### src/rtl/pic_pkg.sv
package pic_pkg;
  typedef enum logic [1:0] {
    CFG_MASK = 2'd0,
    CFG_TRIG = 2'd1,
    CFG_CTRL = 2'd2
  } cfg_sel_e;

  localparam int CTRL_ROTATE_BIT = 0;
  localparam int CTRL_AUTO_BIT   = 1;
endpackage

### src/rtl/pic_trigger.sv
module pic_trigger #(
  parameter int N_SRC = 8
) (
  input  logic             clk,
  input  logic             rst,
  input  logic [N_SRC-1:0] irq_in,
  input  logic [N_SRC-1:0] level_mode,
  input  logic [N_SRC-1:0] clr,
  output logic [N_SRC-1:0] pend_q,
  output logic [N_SRC-1:0] pend_d
);
  logic [N_SRC-1:0] irq_q;

  generate
    for (genvar i = 0; i < N_SRC; i++) begin : g_src
      always_comb begin
        if (level_mode[i])
          pend_d[i] = irq_in[i] & ~clr[i];
        else
          pend_d[i] = (pend_q[i] & ~clr[i]) | (irq_in[i] & ~irq_q[i]);
      end
    end
  endgenerate

  always_ff @(posedge clk) begin
    if (rst) begin
      irq_q  <= '0;
      pend_q <= '0;
    end else begin
      irq_q  <= irq_in;
      pend_q <= pend_d;
    end
  end

  // a level source whose input was low cannot be pending afterwards
  assert_level_drop_R3: assert property (@(posedge clk) disable iff (rst)
    (($past(level_mode & ~irq_in)) & pend_q) == '0);

  // an edge request survives until it is cleared by an acknowledge
  assert_edge_hold_R2: assert property (@(posedge clk) disable iff (rst)
    (($past(~level_mode & pend_q & ~clr)) & ~pend_q) == '0);
endmodule

### src/rtl/pic_pick.sv
module pic_pick #(
  parameter int N_SRC = 8,
  parameter int IW    = 3
) (
  input  logic [N_SRC-1:0] vec,
  input  logic [IW-1:0]    base,
  output logic             found,
  output logic [IW-1:0]    idx,
  output logic [IW-1:0]    rank
);
  // scan from lowest priority up so the highest-priority hit is kept last
  always_comb begin
    found = 1'b0;
    idx   = '0;
    rank  = '0;
    for (int k = N_SRC - 1; k >= 0; k--) begin
      int j;
      j = int'(base) + k;
      if (j >= N_SRC) j = j - N_SRC;
      if (vec[j]) begin
        found = 1'b1;
        idx   = IW'(j);
        rank  = IW'(k);
      end
    end
  end
endmodule

### src/rtl/pic_top.sv
module pic_top #(
  parameter int N_SRC = 8,
  localparam int IW = (N_SRC > 1) ? $clog2(N_SRC) : 1
) (
  input  logic             clk,
  input  logic             rst,
  input  logic [N_SRC-1:0] irq_in,
  input  logic             ack,
  output logic             ack_valid,
  output logic [IW-1:0]    ack_idx,
  output logic             irq_out,
  input  logic             eoi_valid,
  input  logic             eoi_specific,
  input  logic [IW-1:0]    eoi_idx,
  input  logic             cfg_we,
  input  logic [1:0]       cfg_sel,
  input  logic [N_SRC-1:0] cfg_wdata,
  output logic [N_SRC-1:0] pending,
  output logic [N_SRC-1:0] in_service
);
  import pic_pkg::*;

  logic [N_SRC-1:0] mask_q, mask_d;
  logic [N_SRC-1:0] trig_q, trig_d;
  logic             rot_q, rot_d;
  logic             auto_q, auto_d;
  logic [N_SRC-1:0] isr_q, isr_d;
  logic [IW-1:0]    base_q, base_d;
  logic             irq_q;
  logic [IW-1:0]    sel_q;
  logic             ackv_q;
  logic [IW-1:0]    acki_q;

  logic             grant;
  logic [N_SRC-1:0] ack_clr;
  logic [N_SRC-1:0] pend_q, pend_d;
  logic [N_SRC-1:0] spec_mask;

  logic [IW-1:0]    base_now, base_nxt;
  logic             top_found;
  logic [IW-1:0]    top_idx, top_rank;
  logic             end_hit;
  logic [IW-1:0]    end_idx;

  logic             p_found, i_found;
  logic [IW-1:0]    p_idx, p_rank, i_idx, i_rank;
  logic             irq_d;

  function automatic logic [IW-1:0] next_idx(input logic [IW-1:0] x);
    return (int'(x) == N_SRC - 1) ? '0 : IW'(int'(x) + 1);
  endfunction

  assign grant     = ack & irq_q;
  assign ack_clr   = grant ? (N_SRC'(1) << sel_q) : '0;
  assign spec_mask = N_SRC'(1) << eoi_idx;

  // configuration next state
  always_comb begin
    mask_d = mask_q;
    trig_d = trig_q;
    rot_d  = rot_q;
    auto_d = auto_q;
    if (cfg_we) begin
      case (cfg_sel_e'(cfg_sel))
        CFG_MASK: mask_d = cfg_wdata;
        CFG_TRIG: trig_d = cfg_wdata;
        CFG_CTRL: begin
          rot_d  = cfg_wdata[CTRL_ROTATE_BIT];
          auto_d = cfg_wdata[CTRL_AUTO_BIT];
        end
        default: ;
      endcase
    end
  end

  pic_trigger #(.N_SRC(N_SRC)) u_trig (
    .clk        (clk),
    .rst        (rst),
    .irq_in     (irq_in),
    .level_mode (trig_q),
    .clr        (ack_clr),
    .pend_q     (pend_q),
    .pend_d     (pend_d)
  );

  assign base_now = rot_q ? base_q : '0;

  pic_pick #(.N_SRC(N_SRC), .IW(IW)) u_isr_now (
    .vec   (isr_q),
    .base  (base_now),
    .found (top_found),
    .idx   (top_idx),
    .rank  (top_rank)
  );

  // end-of-interrupt decode
  always_comb begin
    end_hit = 1'b0;
    end_idx = '0;
    if (eoi_valid) begin
      if (eoi_specific) begin
        end_idx = eoi_idx;
        end_hit = (int'(eoi_idx) < N_SRC) && isr_q[eoi_idx];
      end else begin
        end_idx = top_idx;
        end_hit = top_found;
      end
    end
  end

  // in-service and rotation base next state
  always_comb begin
    isr_d = isr_q;
    if (grant && !auto_q) isr_d[sel_q] = 1'b1;
    if (end_hit)          isr_d[end_idx] = 1'b0;
    base_d = base_q;
    if (rot_q) begin
      if (grant && auto_q) base_d = next_idx(sel_q);
      else if (end_hit)    base_d = next_idx(end_idx);
    end
  end

  assign base_nxt = rot_d ? base_d : '0;

  pic_pick #(.N_SRC(N_SRC), .IW(IW)) u_pend_nxt (
    .vec   (pend_d & ~mask_d),
    .base  (base_nxt),
    .found (p_found),
    .idx   (p_idx),
    .rank  (p_rank)
  );

  pic_pick #(.N_SRC(N_SRC), .IW(IW)) u_isr_nxt (
    .vec   (isr_d),
    .base  (base_nxt),
    .found (i_found),
    .idx   (i_idx),
    .rank  (i_rank)
  );

  assign irq_d = p_found && (!i_found || (p_rank < i_rank));

  always_ff @(posedge clk) begin
    if (rst) begin
      mask_q <= '0;
      trig_q <= '0;
      rot_q  <= 1'b0;
      auto_q <= 1'b0;
      isr_q  <= '0;
      base_q <= '0;
      irq_q  <= 1'b0;
      sel_q  <= '0;
      ackv_q <= 1'b0;
      acki_q <= '0;
    end else begin
      mask_q <= mask_d;
      trig_q <= trig_d;
      rot_q  <= rot_d;
      auto_q <= auto_d;
      isr_q  <= isr_d;
      base_q <= base_d;
      irq_q  <= irq_d;
      sel_q  <= p_idx;
      ackv_q <= grant;
      if (ack) acki_q <= grant ? sel_q : '0;
    end
  end

  assign irq_out    = irq_q;
  assign ack_valid  = ackv_q;
  assign ack_idx    = acki_q;
  assign pending    = pend_q;
  assign in_service = isr_q;

  assert_mask_block_R4: assert property (@(posedge clk) disable iff (rst)
    grant |-> !mask_q[sel_q]);

  assert_nest_R7: assert property (@(posedge clk) disable iff (rst)
    irq_q |-> !isr_q[sel_q]);

  assert_ack_follows_irq_R6: assert property (@(posedge clk) disable iff (rst)
    ackv_q |-> $past(irq_q && ack));

  assert_auto_no_isr_R10: assert property (@(posedge clk) disable iff (rst)
    (ackv_q && $past(auto_q)) |-> !isr_q[acki_q]);

  assert_spec_eoi_R8: assert property (@(posedge clk) disable iff (rst)
    (eoi_valid && eoi_specific && !ack) |=> (isr_q == ($past(isr_q) & ~$past(spec_mask))));

  assert_nonspec_eoi_R9: assert property (@(posedge clk) disable iff (rst)
    (eoi_valid && !eoi_specific && !ack && (isr_q != '0)) |=>
      ($countones(isr_q) + 1 == $countones($past(isr_q))));
endmodule

### config.mk
export PLATFORM = sky130hd
export DESIGN_NAME = pic_top
export DESIGN_NICKNAME = d
export VERILOG_FILES = /design/src/rtl/pic_pkg.sv /design/src/rtl/pic_trigger.sv /design/src/rtl/pic_pick.sv /design/src/rtl/pic_top.sv
export SDC_FILE = /design/constraint.sdc
export NUM_CORES = 1
export LEC_CHECK = 0
export ABC_AREA = 1
export BUFFER_PORTS_ARGS = -buffer_cell sky130_fd_sc_hd__buf_2
export CAP_MARGIN = 20
export CORE_MARGIN = 5
export CORE_UTILIZATION = 50
export CTS_CLUSTER_DIAMETER = 80
export CTS_CLUSTER_SIZE = 8
export DETAILED_ROUTE_END_ITERATION = 10
export PLACE_DENSITY_LB_ADDON = 0.08
export SYNTH_ARGS = -nofsm -noshare
export SYNTH_HDL_FRONTEND = slang
export SYNTH_SLANG_ARGS = --single-unit
### constraint.sdc
create_clock -name clk -period 4.8 [get_ports clk]
set_input_delay 0.72 -clock clk [delete_from_list [all_inputs] [get_ports clk]]
set_output_delay 0.72 -clock clk [all_outputs]
set_load 0.01 [all_outputs]
=== Word level (Yosys, flattened, before mapping) ===
Cells that the tools add are included.

* Word-level logic and storage cells: 329
* Input bits: 27
* Bits in registers: 53

* Shift operators: 1
* Reductions and logical operators: 11
* Order comparisons: 38
* Equality and inequality tests: 4
* Multiplexer cells: 177
* Add/subtract/negate cells: 32
* Bitwise operators: 54

{| class="wikitable"
|+ Operators with widths
! cell !! number
|-
| $lt 32x5->1 const B || 16
|-
| $mux 32 || 16
|-
| $ge 32x5->1 const B || 14
|-
| $sub 32x5->32 const B || 14
|-
| $mux 3 || 42
|-
| $mux 1 || 87
|-
| $bmux 1 s3 || 25
|-
| $mux 8 || 5
|-
| $add 3x3->4 const B || 8
|-
| $and 1x1->1 || 25
|-
| $add 3x2->4 const B || 4
|-
| $and 8x8->8 || 2
|-
| $not 1->1 || 16
|-
| $not 8->8 || 2
|-
| $lt 3x4->1 const B || 3
|-
| $sub 3x4->5 const B || 2
|-
| $add 3x1->4 const B || 2
|-
| $ge 3x4->1 const B || 2
|-
| $or 1x1->1 || 8
|-
| $or 8x8->8 || 1
|-
| $shl 1x3->8 const A || 1
|-
| $add 3x1->3 const B || 2
|-
| $demux 1 s3 || 2
|-
| $eq 3x1->1 const B || 2
|-
| other kinds (9) || 16
|}

=== Longest topological paths before layout ===
* Word-level depth: 40
* Gate-level depth with buffers: 43
* Depth with buffers taken out: 42

=== Cells and area by module ===
From an unflattened synthesis, not the netlist that was laid out.

* Cells, all modules: 808
* Area, all modules: 5,099.9 um2

{| class="wikitable"
|+ By module, submodules not included
! module !! area each (um2) !! cells an instance !! seq. area each (um2) !! instances
|-
| pic_pick || 789.5 || 140 || 0.0 || 3
|-
| pic_top || 1,998.2 || 274 || 740.7 || 1
|-
| pic_trigger || 733.2 || 114 || 320.3 || 1
|}

=== Worst setup path before layout ===
No wires, ideal clock.

* Path type: reg-to-reg
* Start: reg rot_q
* End: reg irq_q (netlist: irq_out)
* Data arrival time: 4.622 ns
* Stages on the path, launching flop included: 38
* Setup slack: 0.112 ns
* Library setup time: 0.066 ns
* Cells stage by stage: dfxtp_1 > buf_6 > nand2_4 > buf_6 > ha_1 > inv_1 > nand3_1 > nand2_1 > o21ai_2 > a21oi_1 > nand2_1 > nand2_1 > nand2_1 > nand2_1 > nand2_1 > nand2_1 > nand2_1 > nand2_1 > (+2 left out) > o21ai_1 > o21ai_2 > o211ai_2 > inv_2 > buf_6 > ha_1 > clkbuf_1 > nand2_1 > o21ai_1 > nor2_1 > a31oi_1 > nand2_1 > nor2_1 > o21ai_0 > ha_1 > a21oi_1 > nand2_1 > a21oi_2

* Longest elaborated chain between the ends: 40
* Elaborated cells between the ends (all ways): 208

{| class="wikitable"
|+ Ends and longest elaborated chain
! item !! RTL line !! text
|-
| start: declaration || pic_top.sv:25 || <nowiki>logic rot_q, rot_d;</nowiki>
|-
| start signal: assignment || pic_top.sv:158 || <nowiki>rot_q <= rot_d;</nowiki>
|-
| $mux 3 || pic_top.sv:86 || <nowiki>assign base_now = rot_q ? base_q : '0;</nowiki>
|-
| $add 3x3->4 || pic_pick.sv:18 || <nowiki>j = int'(base) + k;</nowiki>
|-
| $sub 32x5->32 / $ge 32x5->1 (equally long branches) || pic_pick.sv:19 || <nowiki>if (j >= N_SRC) j = j - N_SRC;</nowiki>
|-
| $mux 32 || pic_pick.sv:19 ||
|-
| $bmux 1 s3 || pic_pick.sv:20 || <nowiki>if (vec[j]) begin</nowiki>
|-
| $mux 1 (not written as such) (2 in a row) || pic_pick.sv:20 ||
|-
| $mux 3 (8 in a row) || pic_pick.sv:20 ||
|-
| $mux 3 || pic_top.sv:101 || <nowiki>if (eoi_specific) begin</nowiki>
|-
| (+8 left out) || -- ||
|-
| $sub 32x5->32 / $ge 32x5->1 (equally long branches) || pic_pick.sv:19 ||
|-
| $mux 32 || pic_pick.sv:19 ||
|-
| $bmux 1 s3 || pic_pick.sv:20 ||
|-
| $mux 1 (not written as such) (2 in a row) || pic_pick.sv:20 ||
|-
| $mux 3 / $mux 1 (equally long branches) (8 in a row) || pic_pick.sv:20 ||
|-
| $lt 3x3->1 / $logic_not 1->1 (equally long branches) || pic_top.sv:141 || <nowiki>assign irq_d = p_found && (!i_found || (p_rank < i_rank));</nowiki>
|-
| $logic_or 1x1->1 || pic_top.sv:141 ||
|-
| $logic_and 1x1->1 * || pic_top.sv:141 ||
|-
| end signal: assignment || pic_top.sv:162 || <nowiki>irq_q <= irq_d;</nowiki>
|-
| end: declaration || pic_top.sv:29 || <nowiki>logic irq_q;</nowiki>
|}

Mark *: on every way between the ends. The rest lies on a longest branch, timed or not. The select of a mux whose other input is x is not followed.
A chain may end at the register's enable or synchronous reset.

=== Final worst setup path ===
Same ends and word-level chain as after synthesis.

==> impl_metrics.csv <==
group,metric,value,unit
worst_setup_path,cpLargestDelayFamily,"simple AND/OR/NAND/NOR gates",
clock_tree,htree_levels,2,
power,p_per_area,259.7,nW/um2
sta,worst_slack,292.4,ps
synth,synth_area_leaders,"dfxtp_1 24%, nand2_1 19%, nand3_1 11%",
placement,place_area,4746,um2
clock_tree,clock_sinks,53,
power,pwr-share-clk,21.2,%
floorplanning,io_pins,48,
power,ir_worst_vdd,0.1384,mV
drt,totalWireLength,12690,um
drt,drc,0,
worst_setup_path,path_class,"reg -> reg",
sta,finalCriticalPeriod,4508,ps
clock_tree,hold_buffers,0,
sta,finalCritPeriodShare,93.91,%
synth,postSynthNetCount,771,
grt,grt_use_total,22.49,%
synth,synth_cell_type_count,39,
grt,grt-ovfl-total,0,
sta,relSlewSlack,47.78,%
placement,placed_cells,879,
clock_tree,clk_pin_slew,110,ps
drt,dr.first_iter.drc_count,297,
sta,worst_pin_slew,773.1,ps
sta,setup_viol,0,
floorplanning,initial_core_util,51.04,%
power,intPower,0.7525,mW
worst_setup_path,cp-start-kind,"flip-flop",
layout,final_layout_size_suffix_gt1_share,19.33,%
floorplanning,die_w,104.1,um
sta,skew,15.22,ps
synth,netlist_area,4429,um2
placement,place.port_buffers,47,
synth,ys.flop_type,"dfxtp_1",
power,pwr-share-comb,39.6,%
sta,whs,470.8,ps
clock_tree,cts_made_buffers,5,
drt,vias_per_cell,5.400,
drt,wire_per_inst,14.28,um
synth,avgSynthCellArea,6.051,um2
sta,finalSetupTns,0,ps
worst_setup_path,endpoint_kind,"flip-flop",
synth,yosysSeqAreaShare,23.95,%
power,power,1.285,mW
drt,drt_pass1_iterations,5,
layout,fin_cells,889,
power,power.switching,0.5326,mW
floorplanning,row_count,34,
clock_tree,clkLatencyLatePin,320,ps
layout,diodes,0,
worst_setup_path,cp.required,5060,ps
placement,dp_hpwl,10180,um
synth,async_flop_share,0,%
synth,synth_edf_count,0,
clock_tree,cts_tree,"built",
run,maxCapViolations,0,
grt,grt_pass1_vias,4395,
placement,pre_cts_ws,-40.12,ps
power,swShare,41.44,%
synth,synth_common_cells,"228 x nand2_1, 96 x nand3_1, 82 x inv_1",
worst_setup_path,slowest_delay,410,ps
drt,vias,4801,
power,power_leakage,2.634,nW
outcome,status,"finished clean",
sta,slew_viol_final,0,
grt,grt_pass1_wl,20600,um
clock_tree,clock-root-buffer,"clkbuf_8",
worst_setup_path,crit_path_frequent_cell,"nand2_1",
sta,hold_viol_final,0,
floorplanning,die-area,10840,um2
grt,antenna_found_initial,0,
layout,fin_util,57.02,%
synth,synth-seq-cells,53,
sta,fmax,221.8,MHz
worst_hold_path,hold_path_class,"reg -> reg",
synth,netlist_instances,732,
layout,final_cell_area,4949,um2
floorplanning,fp.dieH,104.1,um
placement,gp_congestion,0.9904,
clock_tree,clk_path_buf_depth,2,
floorplanning,coreArea,8678,um2
worst_setup_path,critPathMaxFanout,11,
synth,synth.most_common_cell,"nand2_1",
worst_setup_path,worst-path-buf-inv,4,
synth,yosys.area.top_type_share,23.95,%
layout,syn_to_final_growth,11.72,%
synth,yosysWarnings,0,
worst_setup_path,worstPathArrival,4770,ps
worst_setup_path,crit_path_top_delay_cell,"dfxtp_4",
layout,finalNetCount,819,
grt,grt_max_degree,41,
power,p_seq_share,39.2,%
synth,synth_top_cell_by_area,"dfxtp_1",
drt,detail-route-antenna-nets,0,
## worst min-delay path, stage by stage, from the launching register on
cell and delay [ps]:
dfxtp_1 320, nand2_1 60, a21oi_1 50
## power by group through the flow
stage               clock (mW)  sequential, mW  combinational, mW
global placement             0           0.512              0.484
CTS                      0.279           0.504              0.493
finish                   0.273           0.504              0.509
floorplan                    0           0.509              0.363
detailed placement           0           0.514              0.489
global route             0.299           0.509              0.569
## final timing paths
path,slack [ps],cells past startpoint,startpoint,end
worst max register to register,290,31,rot_q$_SDFF_PP0_,irq_out$_SDFF_PP0_
worst min register to register,470,2,ack_idx[2]$_SDFFE_PP0P_,ack_idx[2]$_SDFFE_PP0P_
worst min-delay path,470,2,ack_idx[2]$_SDFFE_PP0P_,ack_idx[2]$_SDFFE_PP0P_
worst max-delay path,290,31,rot_q$_SDFF_PP0_,irq_out$_SDFF_PP0_
## repair_timing
action | 4_1_cts | 5_1_grt
setup endpoints to repair | 1 | 3
pin swaps | 0 | 2
gates resized for setup | 2 | 24
buffers inserted | 0 | 2
endpoints found under the hold margin | 0 | 0
## cell usage in the layout (no fill, tap or decap), types with 13 or more instances in the layout
| cell | count |
|---|---|
| a21oi_1 | 43 |
| buf_2 | 47 |
| dfxtp_1 | 50 |
| inv_1 | 80 |
| inv_2 | 13 |
| nand2_1 | 224 |
| nand2_2 | 25 |
| nand3_1 | 94 |
| nand3_2 | 15 |
| nor2_1 | 61 |
| o21ai_0 | 24 |
## metal layers
metal	vias to the layer above	track usage, %	wire (um)	share of wire [%]
met3	26	3.786	648	5.1
met4	0	6.753	299	2.4
li1	2468	-	-	-
met5	-	0	0	0
met1	2159	28.58	5583	44
met2	148	38.80	6162	49
## cells by family after synthesis
family | Yosys count | synth area share [%]
AO/OA/AOI/OAI | 105 | 14.12
XOR/XNOR | 3 | 0.5933
adder cells (fa/ha/maj) | 12 | 3.390
buffers and inverters | 113 | 11.10
flip-flops | 53 | 23.95
multiplexers | 8 | 1.808
AND/OR/NAND/NOR | 438 | 45.03
## registers in the layout (all words and copies together), names as in the netlist
name,cells
auto_q,1
u_trig.pend_q,8
base_q,3
mask_q,8
rot_q,1
ack_valid,1
in_service,8
u_trig.irq_q,8
ack_idx,3
sel_q,3
trig_q,8
irq_out,1
## final cells by class
| cell class | instances | area, um2 |
|---|---|---|
| fill | 872 | 3730 |
| multi-input combinational | 566 | 2953 |
| sequential | 53 | 1067 |
| inverter | 94 | 355.3 |
| timing repair buffer | 60 | 344.1 |
| tap | 108 | 135.1 |
| clock buffer | 5 | 68.82 |
| clock inverter | 3 | 25.02 |
Power figures use the tool's default switching activity.
